File: config.mk
export PLATFORM = sky130hd
export DESIGN_NAME = cmc_top
export DESIGN_NICKNAME = d
export VERILOG_FILES = /design/src/rtl/cmc_pkg.sv /design/src/rtl/cmc_src_sel.sv /design/src/rtl/cmc_pwr_seq.sv /design/src/rtl/cmc_osc_out.sv /design/src/rtl/cmc_top.sv
export SDC_FILE = /design/constraint.sdc
export NUM_CORES = 1
export LEC_CHECK = 0
export ABC_CLOCK_PERIOD_IN_PS = 2200
export BUFFER_PORTS_ARGS = -buffer_cell sky130_fd_sc_hd__buf_2
export CAP_MARGIN = 0
export CELL_PAD_IN_SITES_DETAIL_PLACEMENT = 2
export CELL_PAD_IN_SITES_GLOBAL_PLACEMENT = 2
export CORE_UTILIZATION = 25
export CTS_CLUSTER_DIAMETER = 80
export DETAILED_ROUTE_END_ITERATION = 10
export GPL_TIMING_DRIVEN = 0
export PLACE_DENSITY_LB_ADDON = 0.1
export SETUP_SLACK_MARGIN = 0.02
export SYNTH_ARGS = -nofsm -noshare
export SYNTH_HDL_FRONTEND = slang
export SYNTH_SLANG_ARGS = --single-unit
File: constraint.sdc
create_clock -name clk -period 2.2 [get_ports clk]
set_input_delay 0.44 -clock clk [delete_from_list [all_inputs] [get_ports clk]]
set_output_delay 0.44 -clock clk [all_outputs]
set_load 0.03 [all_outputs]
File: src/rtl/cmc_pkg.sv
package cmc_pkg;

  typedef enum logic [2:0] {
    RS_XT_SOLO = 3'd0,
    RS_XT      = 3'd1,
    RS_RC      = 3'd2,
    RS_RC_SOLO = 3'd3,
    RS_XT_DET  = 3'd4,
    RS_RC_DET  = 3'd5
  } run_st_e;

  typedef enum logic [1:0] {
    PM_RUN  = 2'd0,
    PM_WAIT = 2'd1,
    PM_STOP = 2'd2,
    PM_WAKE = 2'd3
  } pmode_e;

  localparam int DIV_W = 2;
  localparam logic [DIV_W-1:0] DIV_1   = 2'b00;
  localparam logic [DIV_W-1:0] DIV_2   = 2'b01;
  localparam logic [DIV_W-1:0] DIV_8   = 2'b10;
  localparam logic [DIV_W-1:0] DIV_128 = 2'b11;
  localparam logic [1:0]       FLD_RC  = 2'b10;

  function automatic logic on_rc(run_st_e s);
    return (s == RS_RC) || (s == RS_RC_SOLO) || (s == RS_RC_DET);
  endfunction

  function automatic logic [DIV_W-1:0] ext_div(logic [1:0] f);
    case (f)
      2'b00:   return DIV_2;
      2'b01:   return DIV_8;
      default: return DIV_1;
    endcase
  endfunction

endpackage

File: src/rtl/cmc_src_sel.sv
module cmc_src_sel
  import cmc_pkg::*;
#(
  parameter logic [DIV_W-1:0] RST_DIV = DIV_8
) (
  input  logic             clk,
  input  logic             rst_n,
  input  logic             run_en,
  input  logic             src_wr,
  input  logic [1:0]       src_fld,
  input  logic [DIV_W-1:0] rc_ratio,
  input  logic             xstop_wr,
  input  logic             xstop_val,
  input  logic             rcstop_wr,
  input  logic             rcstop_val,
  input  logic             det_wr,
  input  logic             det_val,
  input  logic             xt_stable,
  output run_st_e          run_st,
  output logic [DIV_W-1:0] div_sel
);

  run_st_e          st_q, st_d;
  logic [DIV_W-1:0] div_q, div_d;
  logic             pend_q, pend_d;
  logic [1:0]       pfld_q, pfld_d;

  always_comb begin
    st_d   = st_q;
    div_d  = div_q;
    pend_d = pend_q;
    pfld_d = pfld_q;
    if (!run_en) begin
      pend_d = 1'b0;
    end else begin
      if (src_wr) begin
        if (src_fld == FLD_RC) begin
          pend_d = 1'b0;
          case (st_q)
            RS_XT:     begin st_d = RS_RC;     div_d = DIV_8; end
            RS_XT_DET: begin st_d = RS_RC_DET; div_d = DIV_8; end
            RS_RC, RS_RC_SOLO, RS_RC_DET: div_d = rc_ratio;
            default: ;
          endcase
        end else begin
          case (st_q)
            RS_XT, RS_XT_SOLO, RS_XT_DET: div_d = ext_div(src_fld);
            RS_RC, RS_RC_DET: begin pend_d = 1'b1; pfld_d = src_fld; end
            default: ;
          endcase
        end
      end else if (xstop_wr) begin
        if (st_q == RS_RC && xstop_val) begin
          st_d   = RS_RC_SOLO;
          pend_d = 1'b0;
        end else if (st_q == RS_RC_SOLO && !xstop_val) begin
          st_d = RS_RC;
        end
      end else if (rcstop_wr) begin
        if (st_q == RS_XT && rcstop_val)           st_d = RS_XT_SOLO;
        else if (st_q == RS_XT_SOLO && !rcstop_val) st_d = RS_XT;
      end else if (det_wr) begin
        case (st_q)
          RS_XT:     if (det_val) st_d = RS_XT_DET;
          RS_RC:     if (det_val && xt_stable) st_d = RS_RC_DET;
          RS_XT_DET: if (!det_val) st_d = RS_XT;
          RS_RC_DET: if (!det_val) st_d = RS_RC;
          default: ;
        endcase
      end
      // a held switch to the external clock lands on the first stable edge
      if (pend_d && xt_stable) begin
        st_d   = (st_d == RS_RC_DET) ? RS_XT_DET : RS_XT;
        div_d  = ext_div(pfld_d);
        pend_d = 1'b0;
      end
    end
  end

  always_ff @(posedge clk or negedge rst_n) begin
    if (!rst_n) begin
      st_q   <= RS_RC;
      div_q  <= RST_DIV;
      pend_q <= 1'b0;
      pfld_q <= 2'b00;
    end else begin
      st_q   <= st_d;
      div_q  <= div_d;
      pend_q <= pend_d;
      pfld_q <= pfld_d;
    end
  end

  assign run_st  = st_q;
  assign div_sel = div_q;

  p_hold_unstable_r4: assert property (@(posedge clk) disable iff (!rst_n)
    (on_rc(st_q) && !xt_stable) |=> on_rc(st_q));

  p_to_rc_div8_r3: assert property (@(posedge clk) disable iff (!rst_n)
    (!on_rc(st_q) && src_wr && run_en) |=> (on_rc(st_q) -> (div_q == DIV_8)));

endmodule

File: src/rtl/cmc_pwr_seq.sv
module cmc_pwr_seq
  import cmc_pkg::*;
(
  input  logic   clk,
  input  logic   rst_n,
  input  logic   wait_req,
  input  logic   stop_req,
  input  logic   wake_irq,
  input  logic   src_stable,
  output pmode_e mode
);

  pmode_e m_q, m_d;

  always_comb begin
    m_d = m_q;
    case (m_q)
      PM_RUN: begin
        if (stop_req)      m_d = PM_STOP;
        else if (wait_req) m_d = PM_WAIT;
      end
      PM_WAIT: if (wake_irq)   m_d = PM_RUN;
      PM_STOP: if (wake_irq)   m_d = PM_WAKE;
      PM_WAKE: if (src_stable) m_d = PM_RUN;
      default: m_d = PM_RUN;
    endcase
  end

  always_ff @(posedge clk or negedge rst_n) begin
    if (!rst_n) m_q <= PM_RUN;
    else        m_q <= m_d;
  end

  assign mode = m_q;

  p_wake_hold_r9: assert property (@(posedge clk) disable iff (!rst_n)
    (m_q == PM_WAKE && !src_stable) |=> (m_q == PM_WAKE));

  p_wait_hold_r8: assert property (@(posedge clk) disable iff (!rst_n)
    (m_q == PM_WAIT && !wake_irq) |=> (m_q == PM_WAIT));

endmodule

File: src/rtl/cmc_osc_out.sv
module cmc_osc_out
  import cmc_pkg::*;
(
  input  run_st_e run_st,
  input  pmode_e  mode,
  output logic    xt_en,
  output logic    rc_en,
  output logic    cpu_clk_en,
  output logic    det_arm
);

  logic halted;

  always_comb begin
    halted     = (mode == PM_STOP);
    xt_en      = !halted && (run_st != RS_RC_SOLO);
    rc_en      = !halted && (run_st != RS_XT_SOLO);
    cpu_clk_en = (mode == PM_RUN);
    det_arm    = !halted && ((run_st == RS_XT_DET) || (run_st == RS_RC_DET));
  end

endmodule

File: src/rtl/cmc_top.sv
module cmc_top
  import cmc_pkg::*;
#(
  parameter logic [1:0] RST_DIV = 2'b10
) (
  input  logic       clk,
  input  logic       rst_n,
  input  logic       src_wr,
  input  logic [1:0] src_fld,
  input  logic [1:0] rc_ratio,
  input  logic       xstop_wr,
  input  logic       xstop_val,
  input  logic       rcstop_wr,
  input  logic       rcstop_val,
  input  logic       det_wr,
  input  logic       det_val,
  input  logic       wait_req,
  input  logic       stop_req,
  input  logic       wake_irq,
  input  logic       xt_stable,
  input  logic       rc_stable,
  output logic       xt_en,
  output logic       rc_en,
  output logic [1:0] div_sel,
  output logic       cpu_clk_en,
  output logic       det_arm,
  output logic [4:0] state_code
);

  run_st_e run_st;
  pmode_e  mode;
  logic    run_en;
  logic    src_stable;

  assign run_en     = (mode == PM_RUN) && !wait_req && !stop_req;
  assign src_stable = on_rc(run_st) ? rc_stable : xt_stable;

  cmc_src_sel #(.RST_DIV(RST_DIV)) u_src (
    .clk(clk), .rst_n(rst_n), .run_en(run_en),
    .src_wr(src_wr), .src_fld(src_fld), .rc_ratio(rc_ratio),
    .xstop_wr(xstop_wr), .xstop_val(xstop_val),
    .rcstop_wr(rcstop_wr), .rcstop_val(rcstop_val),
    .det_wr(det_wr), .det_val(det_val), .xt_stable(xt_stable),
    .run_st(run_st), .div_sel(div_sel)
  );

  cmc_pwr_seq u_pwr (
    .clk(clk), .rst_n(rst_n), .wait_req(wait_req), .stop_req(stop_req),
    .wake_irq(wake_irq), .src_stable(src_stable), .mode(mode)
  );

  cmc_osc_out u_out (
    .run_st(run_st), .mode(mode), .xt_en(xt_en), .rc_en(rc_en),
    .cpu_clk_en(cpu_clk_en), .det_arm(det_arm)
  );

  assign state_code = {mode, run_st};

  p_src_osc_on_r6: assert property (@(posedge clk) disable iff (!rst_n)
    (mode == PM_RUN) |-> (on_rc(run_st) ? rc_en : xt_en));

  p_stop_halts_r9: assert property (@(posedge clk) disable iff (!rst_n)
    (mode == PM_STOP) |-> (!xt_en && !rc_en && !cpu_clk_en));

  p_frozen_r10: assert property (@(posedge clk) disable iff (!rst_n)
    (mode != PM_RUN) |=> ($stable(run_st) && $stable(div_sel)));

endmodule

==> flow_metrics.tcl, run 1 <==
set metrics [dict create \
    outcome "completed" \
    syn-cell-area_um2 926 \
    max_clock_freq_mhz 458 \
    fp-row-count 21 \
    post_route_total_power_mw 1.53 \
    synthesis.area_per_instance_um2 7.98 \
    place_worst_setup_slack_ns -0.142 \
    ioPinCount 29 \
    finalCoreUtilization_pct 36.0 \
    cts_hold_buffers 0 \
    die_width_um 62.9 \
    rsz0062_at_grt "yes" \
    tightestPinTransition_ns 0.813 \
    synth.lib_cells_used.distinct 43 \
    finalCritPeriodShare_pct 99.2 \
    cp_required_ns 2.32 \
    setup_total_negative_slack_ns 0 \
    clock_skew_ns 0.000187 \
    place.detailed.instances 188 \
    clock_tree_from_tritoncts "yes" \
    antenna_violating_nets_post_route 0 \
    postSynthRegisterBits 10 \
    cts_inserted_buffers 3 \
    path_class "flip-flop to flip-flop" \
    hold_violations 0 \
    cts_num_sinks 10 \
    cts.clk_slew.worst_paths_ns 0.05 \
    synth_cells 116 \
    slew_violations 0 \
    worst_setup_path_start_kind "flip-flop" \
    drv_cap 0 \
    detailedPlacementHpwl_um 2450 \
    critPathMaxFanout 6 \
    worst_slack_ns 0.0181 \
    postLayoutCellArea_um2 1240 \
    area_of_the_placeable_core_um2 3440 \
    layout_net_count 171 \
    htree_levels 1 \
    clock_tree.root_cell "sky130_fd_sc_hd__clkbuf_8" \
    postPlaceCellArea_um2 1110 \
    synth_nets 134 \
    initial_antenna_violation_count 0 \
    initial_utilization_pct 26.9 \
    setup-violations-final 0 \
    remaining_drc_errors 0 \
    avgRoutedWirePerCell_um 16.1 \
    grt_use_total_pct 17.7 \
    place.gp.congestion 0.709 \
    grt_pass1_vias 1105 \
    postRouteWirelength_um 3170 \
    vias_per_cell 5.22 \
    iteration_0_drc_markers 28 \
    synth_sequential_area_ratio_pct 27.3 \
    power.density_nw_per_um2 1230 \
    relSlewSlack_pct 45.3 \
    antenna_cells 0 \
    dieArea_um2 3950 \
    clkLatencyLatePin_ns 0.23 \
    grt_pass1_wl_um 5490 \
    firstDrtPassIters 4 \
    timing.hold.ws_ns 0.0595 \
    layout.cells.non_filler 197 \
    cp.arrival_ns 2.30 \
    routed-via-count 1029 \
    vdd_ir_drop_max_mv 0.400 \
    place.port_buffers 26 \
    leakage_power_total_nw 0.536 \
    min_tclk_post_route_ns 2.18 \
    synth.yosys.warnings 0 \
    grt_start_max_net_pins 11 \
    die_y_um 62.9 \
    fraction_of_layout_instances_using_a_drive_strength_above_1_pct 33.8 \
    global_route.overflow_total 0 \
    crit_end_category "flip-flop" \
    synthToLayoutAreaGrowth_pct 33.9 \
    timing.hold.worst.class "primary input to async pin" \
    clock_tree.buffer_depth 2 \
]
[registers in the layout, indices dropped and copies added, names as in the netlist]
register / flops
u_src.div_sel: 2
u_src.run_st: 3
u_src.pfld_q: 2
u_pwr.mode: 2
u_src.pend_q: 1
[path summary, 6_finish.rpt]
path / start / end / slack [ns] / depth (start not counted)
setup / recovery: u_src.run_st[1] / u_src.run_st[0] / 0.02 / 5
setup reg to reg: u_src.run_st[1] / u_src.run_st[0] / 0.02 / 5
hold reg to reg: u_src.div_sel[1] / u_src.div_sel[1] / 0.51 / 2
hold / removal: rst_n / u_src.pfld_q[1] / 0.06 / 1
min in group clk: stop_req / u_pwr.mode[1] / 0.50 / 3
max in group asynchronous: rst_n / u_src.div_sel[1] / 1.89 / 1
[kinds of logic after synthesis]
family	count (synthesis)	synth area share (%)
simple gates	48	29.6
mux	7	7.97
flops	10	27.3
compound gates	38	29.2
buf+inv	13	5.95
[worst max-delay path, cell delays in order, from the launching register on]
cell	delay [ns]
sky130_fd_sc_hd__dfstp_2	0.58
sky130_fd_sc_hd__or3b_4	0.43
sky130_fd_sc_hd__o211a_1	0.24
sky130_fd_sc_hd__a221o_1	0.32
sky130_fd_sc_hd__or3_1	0.31
sky130_fd_sc_hd__a22o_1	0.18
[cells in the final DEF (no fill, tap or decap), types with 2 or more instances in the layout]
cell type,synthesis,layout
sky130_fd_sc_hd__a211o_1,2,2
sky130_fd_sc_hd__a21oi_1,8,8
sky130_fd_sc_hd__a22o_1,2,2
sky130_fd_sc_hd__buf_2,2,26
sky130_fd_sc_hd__buf_4,1,6
sky130_fd_sc_hd__clkbuf_1,3,2
sky130_fd_sc_hd__clkbuf_4,0,2
sky130_fd_sc_hd__clkbuf_8,0,3
sky130_fd_sc_hd__dfrtp_1,8,7
sky130_fd_sc_hd__dfstp_2,2,2
sky130_fd_sc_hd__inv_1,7,7
sky130_fd_sc_hd__mux2_1,3,3
sky130_fd_sc_hd__mux2i_1,4,4
sky130_fd_sc_hd__nand2_1,8,8
sky130_fd_sc_hd__nand2b_1,4,4
sky130_fd_sc_hd__nand3_1,3,3
sky130_fd_sc_hd__nand3b_1,4,4
sky130_fd_sc_hd__nor2_1,12,12
sky130_fd_sc_hd__nor2b_1,3,3
sky130_fd_sc_hd__nor3_1,5,5
sky130_fd_sc_hd__nor4bb_1,2,2
sky130_fd_sc_hd__o21ai_0,6,6
sky130_fd_sc_hd__o21ai_1,4,3
sky130_fd_sc_hd__o31ai_1,2,2
[report_power, final]
part | internal, mW | total (mW) | switching [mW]
Combinational | 0.381 | 0.980 | 0.599
Sequential | 0.272 | 0.364 | 0.0921
Clock | 0.119 | 0.187 | 0.0676
[Yosys cell counts]
library cell	number	area (um2)
sky130_fd_sc_hd__a211o_1	2	17.5
sky130_fd_sc_hd__a211oi_1	1	7.51
sky130_fd_sc_hd__a211oi_4	1	20.0
sky130_fd_sc_hd__a21bo_2	1	10.0
sky130_fd_sc_hd__a21oi_1	8	40.0
sky130_fd_sc_hd__a221o_1	1	10.0
sky130_fd_sc_hd__a221oi_1	1	8.76
sky130_fd_sc_hd__a22o_1	2	17.5
sky130_fd_sc_hd__a22oi_1	1	7.51
sky130_fd_sc_hd__a311oi_1	1	8.76
sky130_fd_sc_hd__a31oi_1	1	6.26
sky130_fd_sc_hd__buf_2	2	10.0
sky130_fd_sc_hd__buf_4	1	7.51
sky130_fd_sc_hd__clkbuf_1	3	11.3
sky130_fd_sc_hd__dfrtp_1	8	200
sky130_fd_sc_hd__dfstp_2	2	52.6
sky130_fd_sc_hd__inv_1	7	26.3
sky130_fd_sc_hd__mux2_1	3	33.8
sky130_fd_sc_hd__mux2i_1	4	40.0
sky130_fd_sc_hd__nand2_1	8	30.0
sky130_fd_sc_hd__nand2b_1	4	25.0
sky130_fd_sc_hd__nand3_1	3	15.0
sky130_fd_sc_hd__nand3b_1	4	30.0
sky130_fd_sc_hd__nor2_1	12	45.0
sky130_fd_sc_hd__nor2b_1	3	18.8
sky130_fd_sc_hd__nor2b_4	1	13.8
sky130_fd_sc_hd__nor3_1	5	25.0
sky130_fd_sc_hd__nor3b_2	1	12.5
sky130_fd_sc_hd__nor4_1	1	6.26
sky130_fd_sc_hd__nor4bb_1	2	20.0
sky130_fd_sc_hd__o211a_1	1	10.0
sky130_fd_sc_hd__o211ai_1	1	7.51
sky130_fd_sc_hd__o21ai_0	6	30.0
sky130_fd_sc_hd__o21ai_1	4	20.0
sky130_fd_sc_hd__o21ai_2	1	8.76
sky130_fd_sc_hd__o22ai_1	1	6.26
sky130_fd_sc_hd__o311a_1	1	10.0
sky130_fd_sc_hd__o31a_1	1	8.76
sky130_fd_sc_hd__o31ai_1	2	15.0
sky130_fd_sc_hd__or2_1	1	6.26
sky130_fd_sc_hd__or3_1	1	6.26
sky130_fd_sc_hd__or3b_1	1	8.76
sky130_fd_sc_hd__or3b_4	1	11.3
[what timing repair did]
action / in CTS / in global routing
setup endpoints to repair: 3 / 3
gates resized for setup: 3 / 6
buffers inserted: 3 / 3
pin swaps: 4 / 7
gates cloned: 0 / 0
[metal layers]
layer | wire length, um | global-route usage, %
met5 | 0 | 0
met1 | 1530 | 24.0
met4 | 15 | 5.23
met3 | 84 | 2.19
met2 | 1540 | 29.1
[layout make-up]
cell class,count,area [um2]
buffer,6,35.0
fill,402,2200
timing repair buffer,32,179
multi-input combinational,93,647
tap,46,57.6
inverter,7,26.3
sequential,10,254
clock buffer,3,41.3
No activity file was read; power rests on OpenSTA's default activity.
==> run 2, diff against run 1 <==
--- a/config.mk
+++ b/config.mk
@@ -15,6 +15,7 @@
 export DETAILED_ROUTE_END_ITERATION = 10
 export GPL_TIMING_DRIVEN = 0
 export PLACE_DENSITY_LB_ADDON = 0.1
+export REMOVE_ABC_BUFFERS = 1
 export SETUP_SLACK_MARGIN = 0.02
 export SYNTH_ARGS = -nofsm -noshare
 export SYNTH_HDL_FRONTEND = slang
==> flow_metrics.tcl, run 2 (synthesis results as in run 1) <==
set metrics [dict create \
    global_route.overflow_total 0 \
    mostFrequentLayoutCell "sky130_fd_sc_hd__buf_2" \
    initial_utilization_pct 26.9 \
    avgRoutedWirePerCell_um 17.3 \
    detailedPlacementHpwl_um 2320 \
    cp_required_ns 2.33 \
    vias_per_cell 5.20 \
    place.port_buffers 28 \
    area_of_the_placeable_core_um2 3440 \
    firstDrtPassIters 3 \
    vdd_ir_drop_max_mv 0.429 \
    crit_family "simple AND/OR/NAND/NOR gates" \
    clock_tree.root_cell "sky130_fd_sc_hd__clkbuf_8" \
    place.gp.congestion 0.673 \
    largest_register_ffs 3 \
    cts_inserted_buffers 3 \
    timing.critical_path.slowest_cell_delay_ns 0.57 \
    postPlaceCellArea_um2 1090 \
    clock_tree_from_tritoncts "yes" \
    clkLatencyLatePin_ns 0.24 \
    layout_common_cells "sky130_fd_sc_hd__buf_2 (28), sky130_fd_sc_hd__buf_4 (14), sky130_fd_sc_hd__nor2_1 (12)" \
    grt_pass1_vias 1177 \
    hold_violations 0 \
    routed-via-count 1061 \
    grt_start_max_net_pins 18 \
    path_cells "or3b_4, o211a_1, a221o_1, or3_1, a22o_1" \
    clock_tree.buffer_depth 2 \
    postRouteWirelength_um 3520 \
    finalCritPeriodShare_pct 98.7 \
    max_clock_freq_mhz 460 \
    synthToLayoutAreaGrowth_pct 44.2 \
    initial_antenna_violation_count 0 \
    drv_cap 0 \
    htree_levels 1 \
    layout_net_count 177 \
    worst_setup_path_start_kind "flip-flop" \
    die_y_um 62.9 \
    fp-row-count 21 \
    cts.clk_slew.worst_paths_ns 0.05 \
    relSlewSlack_pct 36.5 \
    power.density_nw_per_um2 1260 \
    cts_num_sinks 10 \
    antenna_cells 0 \
    iteration_0_drc_markers 39 \
    grt_pass1_wl_um 5580 \
    cp.arrival_ns 2.30 \
    min_tclk_post_route_ns 2.17 \
    path_class "flip-flop to flip-flop" \
    crit_buf_inv 0 \
    grt_use_total_pct 18.3 \
    postLayoutCellArea_um2 1340 \
    timing.hold.worst.class "primary input to async pin" \
    slew_violations 0 \
    crit_path_top_delay_cell "sky130_fd_sc_hd__dfstp_2" \
    tightestPinTransition_ns 0.944 \
    clock_skew_ns 0.00596 \
    crit_end_category "flip-flop" \
    fraction_of_layout_instances_using_a_drive_strength_above_1_pct 41.1 \
    dieArea_um2 3950 \
    antenna_violating_nets_post_route 0 \
    leakage_power_total_nw 0.595 \
    post_route_total_power_mw 1.68 \
    critPathMaxFanout 5 \
    ioPinCount 29 \
    rsz0062_at_grt "yes" \
    outcome "completed" \
    die_width_um 62.9 \
    setup-violations-final 0 \
    remaining_drc_errors 0 \
]
## run 2: cell types whose count changed in the layout (fill, tap and decap cells not counted), sizes merged
cell,previous run,this run
buf,33,44
clkbuf,8,4
## run 2: layer usage
metal,share of wire [%],GRT usage (%)
met1,44,21.1
met2,51,33.8
met3,3.8,3.65
met4,0.82,5.23
met5,0,0
## run 2: path summary, 6_finish.rpt
check                      slack (ns)        startpoint                to  cells after the start
setup / recovery                 0.03   u_src.run_st[1]   u_src.run_st[0]                      5
hold / removal                   0.06             rst_n   u_src.pfld_q[1]                      1
setup reg to reg                 0.03   u_src.run_st[1]   u_src.run_st[0]                      5
hold reg to reg                  0.51  u_src.div_sel[1]  u_src.div_sel[1]                      2
max in group asynchronous        1.88             rst_n  u_src.div_sel[1]                      1
min in group clk                 0.50         xt_stable      u_src.pend_q                      2
## run 2: report_power, final
group / switching [mW] / internal (mW)
sequential: 0.113 / 0.274
clock: 0.0756 / 0.158
combinational: 0.611 / 0.444
total: 0.800 / 0.876
## run 2: repair_timing
item / 4_1_cts / 5_1_grt
hold buffers: 0 / 0
endpoints found under the setup margin: 6 / 5
setup buffers: 11 / 6
resized for setup: 7 / 6
pin swaps: 3 / 5
## run 2: cell type report
type	count	area, um2
clock buffer	4	55.1
fill	412	2110
inverter	7	26.3
multi-input combinational	93	671
sequential	10	258
tap	46	57.6
timing repair buffer	44	268
## run 2: stage by stage
step / util, % / setup TNS (ns) / std cells / hold slack, ns / worst slack, ns
floorplan: - / -0.111 / 110 / 0.144 / -0.111
CTS: 36.8 / 0 / 199 / 0.0537 / 0.00835
finish: 38.8 / 0 / 204 / 0.0557 / 0.0279
global placement: 31.8 / -0.742 / 184 / 0.307 / -0.252
global route: 38.8 / -0.0587 / 204 / 0.0592 / -0.0344
detailed placement: 31.8 / -0.840 / 184 / 0.311 / -0.248
==> run 3, diff against run 2 <==
==> constraint.sdc (replaced) <==
create_clock -name clk -period 2.2 [get_ports clk]
set_input_delay 0.22 -clock clk [delete_from_list [all_inputs] [get_ports clk]]
set_output_delay 0.22 -clock clk [all_outputs]
set_load 0.03 [all_outputs]
==> flow_metrics.tcl, run 3 (synthesis results as in run 1) <==
set metrics [dict create \
    timing.critical_path.slowest_cell_delay_ns 0.58 \
    place.port_buffers 28 \
    die_y_um 62.9 \
    place_worst_setup_slack_ns -0.248 \
    cts_num_sinks 10 \
    avgRoutedWirePerCell_um 16.9 \
    critPathMaxFanout 6 \
    cts_inserted_buffers 3 \
    power.density_nw_per_um2 1240 \
    clkLatencyLatePin_ns 0.24 \
    clock_tree_from_tritoncts "yes" \
    detailedPlacementHpwl_um 2320 \
    rsz0062_at_grt "yes" \
    crit_path_top_delay_cell "sky130_fd_sc_hd__dfstp_2" \
    layout_common_cells "sky130_fd_sc_hd__buf_2 (28), sky130_fd_sc_hd__buf_4 (14), sky130_fd_sc_hd__nor2_1 (12)" \
    mostFrequentLayoutCell "sky130_fd_sc_hd__buf_2" \
    postRouteWirelength_um 3460 \
    worst_slack_ns 0.0104 \
    remaining_drc_errors 0 \
    global_route.overflow_total 0 \
    clock_skew_ns 0.00640 \
    clock_tree.buffer_depth 2 \
    drv_cap 0 \
    timing.hold.worst.class "primary input to flip-flop" \
    cp_required_ns 2.33 \
    fillCellCount 407 \
    min_tclk_post_route_ns 2.19 \
    vdd_ir_drop_max_mv 0.433 \
    htree_levels 1 \
    initial_antenna_violation_count 0 \
    post_route_total_power_mw 1.70 \
    iteration_0_drc_markers 24 \
    crit_end_category "flip-flop" \
    timing.hold.ws_ns 0.282 \
    initial_utilization_pct 26.9 \
    ioPinCount 29 \
    tightestPinTransition_ns 0.645 \
    grt_pass1_wl_um 5580 \
    worst_setup_path_start_kind "flip-flop" \
    clock_tree.root_cell "sky130_fd_sc_hd__clkbuf_8" \
    die_width_um 62.9 \
    vias_per_cell 5.19 \
    place.gp.congestion 0.673 \
    cp.arrival_ns 2.32 \
    setup-violations-final 0 \
    routed-via-count 1064 \
    synthToLayoutAreaGrowth_pct 47.6 \
    fraction_of_layout_instances_using_a_drive_strength_above_1_pct 42.8 \
    fp-row-count 21 \
    finalCritPeriodShare_pct 99.5 \
    path_class "flip-flop to flip-flop" \
    max_clock_freq_mhz 457 \
    largest_register_ffs 3 \
    outcome "completed" \
    antenna_violating_nets_post_route 0 \
    firstDrtPassIters 3 \
    grt_pass1_vias 1168 \
    hold_violations 0 \
    leakage_power_total_nw 0.600 \
    grt_use_total_pct 18.2 \
    slew_violations 0 \
    relSlewSlack_pct 56.6 \
    dieArea_um2 3950 \
    antenna_cells 0 \
    grt_start_max_net_pins 18 \
    layout_net_count 178 \
    cts.clk_slew.worst_paths_ns 0.05 \
    path_cells "or3b_4, a211oi_4, o21ai_4, or3_1, a22o_1" \
    area_of_the_placeable_core_um2 3440 \
]
run 3: cell types whose count changed in the layout (fill, tap and decap cells not counted), sizes merged:
cell,change
dlygate4sd3,+1
run 3: per-layer routing:
metal	GRT usage [%]	up-vias	wire length, um
met3	3.47	4	134
met5	0	-	0
met4	4.94	0	29
met2	33.7	25	1810
met1	21.1	525	1490
li1	-	510	-
run 3: cell type report:
type | count | area (um2) | share of cell area, %
Inverter | 7 | 26.3 | 1.92
Clock buffer | 4 | 55.1 | 4.03
Sequential cell | 10 | 258 | 18.9
Tap cell | 46 | 57.6 | 4.21
Multi-Input combinational cell | 93 | 692 | 50.6
Timing Repair Buffer | 45 | 278 | 20.3
run 3: power by group:
part / internal (mW) / leakage [nW] / switching, mW / total [mW]
clock network: 0.158 / 0.0288 / 0.0760 / 0.234
logic: 0.458 / 0.451 / 0.616 / 1.07
registers: 0.274 / 0.120 / 0.119 / 0.393
total: 0.889 / 0.600 / 0.811 / 1.70
run 3: repair_timing:
action                                  4_1_cts  5_1_grt
buffers inserted                             11        6
endpoints found under the hold margin         8        0
resized for setup                             7       10
endpoints found under the setup margin        6        5
hold buffers                                  1        0
pin swaps                                     3        6
run 3: through the flow:
step / util [%] / setup TNS (ns) / std cells / cell area, um2
after detailed placement: 31.8 / -0.840 / 184 / 1090
after floorplan: - / -0.111 / 110 / 897
after global placement: 31.8 / -0.742 / 184 / 1090
after global routing: 39.7 / -0.0588 / 205 / 1370
after CTS: 37.1 / 0 / 200 / 1280
final: 39.7 / 0 / 205 / 1370
run 3: worst max-delay path: cells and delay by family, from the launching register on:
kind / cells / cell delay (ns)
DFF: 1 / 0.58
and+or+nand+nor: 2 / 0.82
AOI/OAI and AO/OA: 3 / 0.67
run 3: final timing paths:
path	endpoint	startpoint	depth (start not counted)	slack, ns
max	u_src.run_st[0]	u_src.run_st[1]	5	0.01
min	u_src.pend_q	xt_stable	2	0.28
max reg2reg	u_src.run_st[0]	u_src.run_st[1]	5	0.01
min reg2reg	u_src.div_sel[0]	u_src.div_sel[0]	2	0.53
max in group asynchronous	u_src.div_sel[1]	rst_n	2	1.56
min in group asynchronous	u_src.pfld_q[0]	rst_n	2	0.37
